===== config.mk =====
export PLATFORM = sky130hd
export DESIGN_NAME = gp_regbank
export DESIGN_NICKNAME = d
export VERILOG_FILES = /design/src/rtl/gp_regbank.sv
export SDC_FILE = /design/constraint.sdc
export NUM_CORES = 1
export LEC_CHECK = 0
export BUFFER_PORTS_ARGS = -buffer_cell sky130_fd_sc_hd__buf_2
export CORE_UTILIZATION = 43
export CTS_CLUSTER_SIZE = 16
export DETAILED_ROUTE_END_ITERATION = 7
export HOLD_SLACK_MARGIN = 0.08
export PLACE_DENSITY_LB_ADDON = 0.12
export SLEW_MARGIN = 0
export SYNTH_ARGS = -nofsm -noshare
export SYNTH_HDL_FRONTEND = slang
export SYNTH_SLANG_ARGS = --single-unit

===== constraint.sdc =====
create_clock -name clk -period 1 [get_ports clk]
set_input_delay 0.1 -clock clk [delete_from_list [all_inputs] [get_ports clk]]
set_output_delay 0.1 -clock clk [all_outputs]
set_load 0.01 [all_outputs]

===== src/rtl/gp_regbank.sv =====
module gp_regbank #(
  parameter int          IDX_W     = 8,
  parameter int          DATA_W    = 8,
  parameter int          PIN_N     = 5,
  parameter logic [3:0]  REV_MAJOR = 4'h0,
  parameter logic [3:0]  REV_MINOR = 4'h0,
  parameter logic [7:0]  REV_IDX   = 8'h01,
  parameter logic [7:0]  DIR_IDX   = 8'h2A,
  parameter logic [7:0]  DAT_IDX   = 8'h2B,
  parameter logic [7:0]  SRST_IDX  = 8'hFF
) (
  input  logic              clk,
  input  logic              rst_n,
  input  logic [IDX_W-1:0]  host_idx,
  input  logic [DATA_W-1:0] host_wdata,
  input  logic              host_wr,
  input  logic              host_rd,
  output logic [DATA_W-1:0] host_rdata,
  input  logic [PIN_N-1:0]  pin_in,
  output logic [PIN_N-1:0]  pin_out,
  output logic [PIN_N-1:0]  pin_oe
);

  localparam int          PAD_W   = DATA_W - PIN_N;
  localparam logic [7:0]  REV_VAL = {REV_MAJOR, REV_MINOR};

  logic [PIN_N-1:0]  dir_q;
  logic [DATA_W-1:0] dat_q;
  logic [PIN_N-1:0]  sync1_q, sync2_q;
  logic [DATA_W-1:0] rd_val;

  wire wr_dir  = host_wr && (host_idx == IDX_W'(DIR_IDX));
  wire wr_dat  = host_wr && (host_idx == IDX_W'(DAT_IDX));
  wire wr_srst = host_wr && (host_idx == IDX_W'(SRST_IDX));

  always_ff @(posedge clk or negedge rst_n) begin
    if (!rst_n)       dir_q <= '0;
    else if (wr_srst) dir_q <= '0;
    else if (wr_dir)  dir_q <= host_wdata[PIN_N-1:0];
  end

  always_ff @(posedge clk) begin
    if (wr_dat) dat_q <= host_wdata;
  end

  always_ff @(posedge clk or negedge rst_n) begin
    if (!rst_n) begin
      sync1_q <= '0;
      sync2_q <= '0;
    end else begin
      sync1_q <= pin_in;
      sync2_q <= sync1_q;
    end
  end

  always_comb begin
    if (host_idx == IDX_W'(REV_IDX))
      rd_val = DATA_W'(REV_VAL);
    else if (host_idx == IDX_W'(DIR_IDX))
      rd_val = {{PAD_W{1'b0}}, dir_q};
    else if (host_idx == IDX_W'(DAT_IDX))
      rd_val = {dat_q[DATA_W-1:PIN_N], (dat_q[PIN_N-1:0] & dir_q) | (sync2_q & ~dir_q)};
    else
      rd_val = '0;
  end

  always_ff @(posedge clk or negedge rst_n) begin
    if (!rst_n)       host_rdata <= '0;
    else if (host_rd) host_rdata <= rd_val;
  end

  assign pin_oe  = dir_q;
  assign pin_out = dat_q[PIN_N-1:0] & dir_q;


  reset_quiet_chk: assert property (@(posedge clk)
    !rst_n |-> (pin_oe == '0 && host_rdata == '0));


  rev_read_chk: assert property (@(posedge clk) disable iff (!rst_n)
    (host_rd && host_idx == IDX_W'(REV_IDX)) |=> host_rdata == DATA_W'(REV_VAL));


  rev_write_ignored_chk: assert property (@(posedge clk) disable iff (!rst_n)
    (host_wr && host_idx == IDX_W'(REV_IDX)) |=> $stable(pin_oe));


  data_to_pin_chk: assert property (@(posedge clk) disable iff (!rst_n)
    (host_wr && host_idx == IDX_W'(DAT_IDX)) |=>
      pin_out == ($past(host_wdata[PIN_N-1:0]) & pin_oe));


  soft_reset_chk: assert property (@(posedge clk) disable iff (!rst_n)
    (host_wr && host_idx == IDX_W'(SRST_IDX)) |=> pin_oe == '0);


  rdata_hold_chk: assert property (@(posedge clk) disable iff (!rst_n)
    !host_rd |=> $stable(host_rdata));

endmodule


# Word level (Yosys, flattened, before mapping)
# Index checks and enable logic that the tools add are counted.
[classes]
bitwise_logic = 4
eq_ne = 4
mux = 5
n_reduce_logical = 4
[op_table]
columns = ["op", "count"]
rows = [
  ["2-to-1 mux 8 bit", 3],
  ["== test 8 x 6 -> 1 bit (second input constant)", 2],
  ["bitwise AND 5 bit", 2],
  ["2-to-1 mux 5 bit", 2],
  ["== test 8 x 1 -> 1 bit (second input constant)", 1],
  ["== test 8 bit (second input constant)", 1],
  ["inverter 5 bit", 1],
  ["OR 5 bit", 1],
  ["logical AND 1 bit", 3],
  ["nonzero test 2 bit", 1],
]
[totals]
reg_bits = 31
word_cells = 22
in_bits = 25
output_inout_bits = 18

# Logic depth before layout (Yosys ltp)
# Gate-level depths: netlist of the first run.
[logic_depth]
ltp_word = 6
ltp_mapped = 5
mapped_depth_nobuf = 4

# Least setup slack after synthesis of the first run
# Ideal clock, no wire load.
[synth_path]
path_type = "in2reg"
startpoint = "input host_idx[2]"
endpoint = "register dat_q[0], enable pin"
arrival_ns = 1.321
setup_ns = 0.332
stages = 4
path_buffers = 1
setup_slack_ns = -0.653
required_ns = 0.668
path_cell_list = "or4_1 -> buf_2 -> nor2_2 -> and2_1"
[synth_between]
elab_chain_len = 2
[synth_lines]
columns = ["element", "line_no", "source"]
rows = [
  ["start, declared", "14", "input logic [IDX_W-1:0] host_idx,"],
  ["== test 8 x 6 -> 1 bit", "33", "wire wr_dat = host_wr && (host_idx == IDX_W'(DAT_IDX));"],
  ["logical AND 1 bit", "33", ""],
  ["named net wr_dat", "33", ""],
  ["end signal, assigned", "43", "if (wr_dat) dat_q <= host_wdata;"],
  ["end, declared", "28", "logic [DATA_W-1:0] dat_q;"],
]
# The timed path passes the listed nets, and every way through them passes these cells.
# A chain may end at the register's enable or synchronous reset.

# Final worst setup path of the first run
[layout_path]
startpoint = "register dir_q[2], in the netlist pin_oe[2]"
endpoint = "output pin_out[2]"
[layout_between]
elab_chain_len = 1
[layout_lines]
columns = ["element", "line_no", "source"]
rows = [
  ["start, declared", "27", "logic [PIN_N-1:0] dir_q;"],
  ["start signal, assigned", "39", "else if (wr_dir) dir_q <= host_wdata[PIN_N-1:0];"],
  ["bitwise AND 5 bit", "73", "assign pin_out = dat_q[PIN_N-1:0] & dir_q;"],
  ["end, declared", "20", "output logic [PIN_N-1:0] pin_out,"],
]
# Every way passes these cells.

==> impl_metrics.json, run 1 <==
{
  "synth_cell_types": 22,
  "finish.utilization_pct": 79.5,
  "final_area_um2": 2040,
  "dieHeight_um": 54.9,
  "synth_compound_area_share_pct": 7.39,
  "max_freq_ghz": 0.842,
  "grt_pass1_wl_mm": 4.40,
  "clock_sinks": 31,
  "overflow": 0,
  "switching_share_pct": 21.7,
  "area_growth_pct": 69.8,
  "synth_edf_count": 8,
  "drive_gt1_share_pct": 54.7,
  "cts.clk_slew.worst_paths_ns": 0.10,
  "synthesis.nets": 115,
  "antenna_left": 0,
  "yosys.area.top_type": "dfrtp_1",
  "cp_max_fo": 3,
  "yosys.area.top_type_share_pct": 47.9,
  "max-vdd-ir-drop_v": 0.00120,
  "wire_per_inst_um": 14.1,
  "place_ws_ns": -0.549,
  "fin_crit_ns": 1.19,
  "clockRootBuffer": "clkbuf_4",
  "slew_viol_final": 0,
  "cp_cell_sequence": "buf_6, and2_4, buf_6",
  "grt_usage_pct": 23.1,
  "nets": 205,
  "routed_wl_mm": 2.97,
  "grt_max_degree": 24,
  "arrival_ns": 1.09,
  "place.detailed.hpwl_mm": 1.77,
  "fin_crit_sh_pct": 119,
  "clock_latency_ns": 0.33,
  "pwr-share-clk_pct": 32.9,
  "pin_count": 43,
  "cts_max_path_buffers": 2,
  "worstMarginPinSlew_ns": 0.501,
  "drc_errors": 0,
  "synth_xor_area_share_pct": 0,
  "yosys-top-cells-area": "dfrtp_1 48%, edfxtp_1 20%, mux2_2 4.7%",
  "yosys_register_bits": 31,
  "r2r_end": "host_rdata[4]",
  "pwr-share-comb_pct": 13.0,
  "rsz0062_at_grt": "true",
  "ff2ff_path_depth": 4,
  "rows": 18,
  "cts_buffers": 5,
  "setup-tns-final_ns": -3.75,
  "whs_endpoint": "host_rdata[7]",
  "cts_htree_levels": 2,
  "yosysMostFrequentCell": "dfrtp_1",
  "netlist_top_cells_count": "23 x dfrtp_1, 8 x edfxtp_1, 8 x inv_1",
  "start_util_pct": 46.8,
  "core-area_um2": 2570,
  "hold_viol": 0,
  "syn_avg_cell_area_um2": 13.4,
  "drtIter0Drc": 6,
  "end_kind": "primary output",
  "p_int_mw": 1.94,
  "path_class": "reg2out",
  "hold_path.class": "in2reg",
  "yosysSeqAreaShare_pct": 67.8,
  "crit_required_ns": 0.90,
  "setup-violations-final": 28,
  "slew_headroom_pct": 66.6,
  "fin_skew_ns": 0.00700,
  "vias": 1060,
  "worst_slack_ns": -0.188,
  "synth-simple-area-share_pct": 12.7,
  "ys.flop_type": "dfrtp_1",
  "placed_cells": 174,
  "mappedNetlistArea_um2": 1200,
  "worst_path_max_delay_cell": "dfrtp_1",
  "synth_top_family_by_area": "simple AND/OR/NAND/NOR gates",
  "die-area_um2": 3010,
  "maxCapViolCount": 0,
  "antenna_found_initial": 0,
  "ff2ff_setup_slack_ns": -0.18,
  "fin_cells": 211,
  "regToRegStartpoint": "pin_oe[4]",
  "max_stage_delay_ns": 0.39,
  "vias_per_cell": 5.02,
  "synth-adder-area-share_pct": 0,
  "min-delay-start": "host_rd",
  "place_area_um2": 1570,
  "ys_async_sr_fraction_pct": 74.2,
  "grt_pass1_vias": 1009,
  "p_leak_nw": 0.944,
  "total_power_mw": 2.47,
  "status": "finished, violations left",
  "p_switching_mw": 0.538,
  "synth_cells": 90,
  "hold_depth": 2,
  "pwr-share-seq_pct": 54.2,
  "cts_tree": "yes",
  "critPathLaunchType": "flop",
  "hold_slack_ns": 0.128,
  "failed_checks": "negative setup slack",
  "synthMuxAreaShare_pct": 8.84,
  "diodes": 0,
  "gp_congestion": 0.718,
  "yosys_warnings": 0,
  "io_buffers": 42,
  "power_density_nw_per_um2": 1210,
  "path_common_cell": "buf_6",
  "die_w_um": 54.9,
  "first_pass_iters": 2
}
[worst max-delay path: cells and delay by family (launching register included)]
family | cells | cell delay (ns)
and+or+nand+nor | 1 | 0.13
buffers and inverters | 2 | 0.24
DFF | 1 | 0.39
[cell type report]
type,instances,area [µm²]
fill,158,526
inverter,8,30.0
clock buffer,8,68.8
timing repair buffer,85,679
multi-input combinational,49,410
tap,30,37.5
sequential,31,816
[state kept, by name (all words and copies together), names as in the netlist]
register,count
dat_q,8
host_rdata,8
pin_oe,5
sync1_q,5
sync2_q,5
[logic make-up after synthesis]
logic type             after synthesis
flip-flops                          31
AND/OR/NAND/NOR                     25
AO/OA/AOI/OAI                       14
multiplexers                        10
buffers and inverters               10
[repair_timing]
action	CTS	global route
setup buffers	10	5
setup endpoints to repair	28	35
gates resized for setup	21	11
hold buffers	14	0
pin swaps	12	3
cloned	0	0
endpoints found under the hold margin	41	0
[layout by cell type (no fill, tap or decap), types with 2 or more instances in the layout]
cell | netlist | layout
a22oi_2 | 0 | 5
and2_4 | 0 | 6
buf_2 | 1 | 31
buf_4 | 0 | 20
buf_6 | 0 | 19
clkbuf_4 | 0 | 5
clkbuf_8 | 0 | 2
dfrtp_1 | 23 | 23
dlygate4sd3_1 | 0 | 14
edfxtp_1 | 8 | 8
inv_1 | 8 | 8
mux2_2 | 5 | 3
mux2_4 | 0 | 2
mux2i_1 | 5 | 5
nand3_1 | 5 | 5
nand4_1 | 2 | 2
nor2_1 | 5 | 5
o21ai_1 | 2 | 4
o22ai_1 | 5 | 4
[metal layers]
layer  vias up  wire length, µm  share of wire [%]  global-route usage, %
li1        504                -                  -                      -
met1       517             1220                 41                   24.3
met2        35             1540                 52                   38.2
met3         4              169                5.7                   10.8
met4         0               47                1.6                   11.5
met5         -                0                  0                      0
[power by group through the flow]
| stage | registers, mW | logic (mW) | clock network, mW |
|---|---|---|---|
| 3_3_place_gp | 1.36 | 0.189 | 0 |
| 6_report | 1.34 | 0.320 | 0.813 |
| 4_1_cts | 1.34 | 0.295 | 0.839 |
| 2_1_floorplan | 1.37 | 0.0543 | 0 |
| 5_1_grt | 1.34 | 0.345 | 0.903 |
| 3_5_place_dp | 1.37 | 0.195 | 0 |
[worst max path at each step]
| stage | depth (start not counted) | endpoint | slack (ns) | start |
|---|---|---|---|---|
| CTS | 3 | pin_out[4] | -0.21 | pin_oe[4] |
| detailed placement | 6 | pin_oe[2] | -0.55 | host_idx[2] |
| finish | 3 | pin_out[2] | -0.19 | pin_oe[2] |
| global placement | 6 | pin_oe[0] | -0.51 | host_idx[2] |
| global route | 3 | pin_out[4] | -0.25 | pin_oe[4] |
| floorplan | 5 | pin_oe[0] | -0.45 | host_idx[2] |
(Power assumes the default switching activity.)
==> inputs of run 2 (changes only) <==
- ABC_AREA: not set -> 1
- CORE_UTILIZATION: 43 -> 44
==> impl_metrics.json, run 2 <==
{
  "yosysMostFrequentCell": "nand2_1",
  "rsz0062_at_grt": "true",
  "placed_cells": 212,
  "gr-usage-met3_pct": 4.15,
  "grt_pass1_vias": 1072,
  "yosysSeqAreaShare_pct": 62.6,
  "grt_pass1_wl_mm": 4.68,
  "crit_required_ns": 0.90,
  "crit_family": "flip-flops",
  "mappedNetlistArea_um2": 1300,
  "cts_buffers": 5,
  "finish.utilization_pct": 70.0,
  "hold_path.class": "in2reg",
  "synth_edf_count": 8,
  "drive_gt1_share_pct": 41.4,
  "vias": 1147,
  "vias_per_cell": 4.66,
  "synth_cell_types": 14,
  "gp_congestion": 0.812,
  "pwr-share-comb_pct": 11.1,
  "worst_slack_ns": -0.112,
  "status": "finished, violations left",
  "place.detailed.hpwl_mm": 1.86,
  "p_int_mw": 1.88,
  "synthesis.nets": 162,
  "final_cell_mix": "52 x nand2_1, 38 x buf_2, 23 x dfrtp_1, 16 x nand3_1, 15 x dlygate4sd3_1",
  "first_pass_iters": 4,
  "pwr-share-clk_pct": 34.4,
  "fin_cells": 246,
  "dieHeight_um": 56.4,
  "cts.clk_slew.worst_paths_ns": 0.09,
  "reg.largest.list": "dat_q x8, host_rdata x8",
  "grt_usage_pct": 20.1,
  "worst_path_max_delay_cell": "dfrtp_1",
  "yosys_register_bits": 31,
  "clockRootBuffer": "clkbuf_4",
  "hold_viol": 0,
  "top_usage_layer": "met2",
  "setup-violations-final": 13,
  "arrival_ns": 1.01,
  "pwr-share-seq_pct": 54.6,
  "ys.flop_type": "dfrtp_1",
  "total_power_mw": 2.47,
  "pin_count": 43,
  "fin_crit_sh_pct": 111,
  "power_density_nw_per_um2": 1270,
  "wire_per_inst_um": 11.4,
  "synth_cells": 137,
  "clock_sinks": 31,
  "syn_avg_cell_area_um2": 9.51,
  "p_leak_nw": 1.06,
  "use_met1_pct": 22.7,
  "met2_usage_pct": 35.2,
  "fin_skew_ns": 0.00587,
  "routed_wl_mm": 2.80,
  "path_class": "reg2out",
  "end_kind": "primary output",
  "critPathLaunchType": "flop",
  "worstMarginPinSlew_ns": 0.514,
  "ys_async_sr_fraction_pct": 74.2,
  "cts_max_path_buffers": 2,
  "rows": 19,
  "p_switching_mw": 0.589,
  "failed_checks": "negative setup slack",
  "setup-tns-final_ns": -0.788,
  "grt_max_degree": 24,
  "max_freq_ghz": 0.899,
  "maxCapViolCount": 0,
  "max-vdd-ir-drop_v": 0.00123,
  "netlist_top_cells_count": "57 x nand2_1, 23 x dfrtp_1, 16 x nand3_1",
  "cp_cell_sequence": "nand2_2, inv_2, buf_6",
  "die_w_um": 56.4,
  "cp_max_fo": 4,
  "clock_latency_ns": 0.33,
  "yosys.area.top_type": "dfrtp_1",
  "area_growth_pct": 49.5,
  "drtIter0Drc": 37,
  "yosys-top-cells-area": "dfrtp_1 44%, edfxtp_1 18%, nand2_1 16%",
  "max_stage_delay_ns": 0.43,
  "yosys.area.top_type_share_pct": 44.2,
  "slew_viol_final": 0,
  "cts_htree_levels": 2,
  "yosys_warnings": 0,
  "cts_tree": "yes",
  "drc_errors": 0,
  "die-area_um2": 3180,
  "diodes": 0,
  "start_util_pct": 46.8,
  "mostFrequentLayoutCell": "nand2_1",
  "switching_share_pct": 23.9,
  "path_buf_inv": 2,
  "overflow": 0,
  "nFillCells": 223,
  "io_buffers": 42,
  "slew_headroom_pct": 65.7,
  "nets": 239,
  "antenna_left": 0,
  "core-area_um2": 2780,
  "fin_crit_ns": 1.11,
  "antenna_found_initial": 0
}
[run 2: changes by cell type in the layout (fill, tap and decap cells not counted), sizes merged, moves of 6 or more]
cell and change:
and2 -6, buf -14, inv +9, nand2 +59, nand3 +12
[run 2: final timing paths]
kind | from | to | slack (ns) | cells past startpoint
min | host_wr | pin_oe[0] | 0.17 | 4
min reg2reg | sync1_q[3] | sync2_q[3] | 0.36 | 0
max reg2reg | pin_oe[4] | host_rdata[4] | -0.09 | 8
max | pin_oe[3] | pin_out[3] | -0.11 | 3
max in group asynchronous | rst_n | sync2_q[3] | 0.39 | 2
min in group asynchronous | rst_n | host_rdata[1] | 0.26 | 2
[run 2: final cells by class]
| type | count | area (µm²) | share of cell area (%) |
|---|---|---|---|
| well taps | 31 | 38.8 | 1.99 |
| multi-input cells | 86 | 432 | 22.2 |
| repair buffers | 72 | 502 | 25.8 |
| inverters | 18 | 86.3 | 4.43 |
| clock inverters | 1 | 7.51 | 0.386 |
| flip-flops and latches | 31 | 816 | 41.9 |
| clock buffers | 7 | 65.1 | 3.34 |
[run 2: stage by stage]
step / worst slack [ns] / instance area [µm²] / hold slack, ns
3_3_place_gp: -0.106 / 1600 / 0.0934
2_1_floorplan: -0.0380 / 1340 / -0.196
6_report: -0.112 / 1950 / 0.171
5_1_grt: -0.176 / 1950 / 0.178
3_5_place_dp: -0.132 / 1600 / 0.103
4_1_cts: -0.142 / 1890 / 0.165
[run 2: kinds of logic (layout without fill, tap and decap cells)]
| group | count (synthesis) | count (layout) | share of synthesized area (%) |
|---|---|---|---|
| buf+inv | 20 | 98 | 6.53 |
| compound gates | 3 | 3 | 2.02 |
| simple gates | 83 | 83 | 28.8 |
| flops | 31 | 31 | 62.6 |
[run 2: layer usage]
layer / routed length (µm) / share of wire [%]
met1: 1150 / 41
met5: 0 / 0
met4: 71 / 2.5
met3: 137 / 4.9
met2: 1440 / 51
[run 2: what timing repair did]
item / CTS / global route
hold buffers: 15 / 0
gates resized for setup: 3 / 9
pin swaps: 5 / 7
hold endpoints to repair: 48 / 0
cloned: 0 / 0
setup endpoints to repair: 10 / 14
setup buffers: 7 / 4
[run 2: worst min-delay path, cell delays in order]
cell and delay, ns:
buf_2 0.13, nand3_4 0.12, nand3_1 0.07, nand2_1 0.05
[run 2: power by group through the flow]
stage,combinational [mW],clock [mW],sequential [mW]
final,0.274,0.848,1.35
after global routing,0.302,0.945,1.35
after CTS,0.266,0.863,1.34
after detailed placement,0.196,0,1.37
after global placement,0.189,0,1.37
after floorplan,0.0830,0,1.37
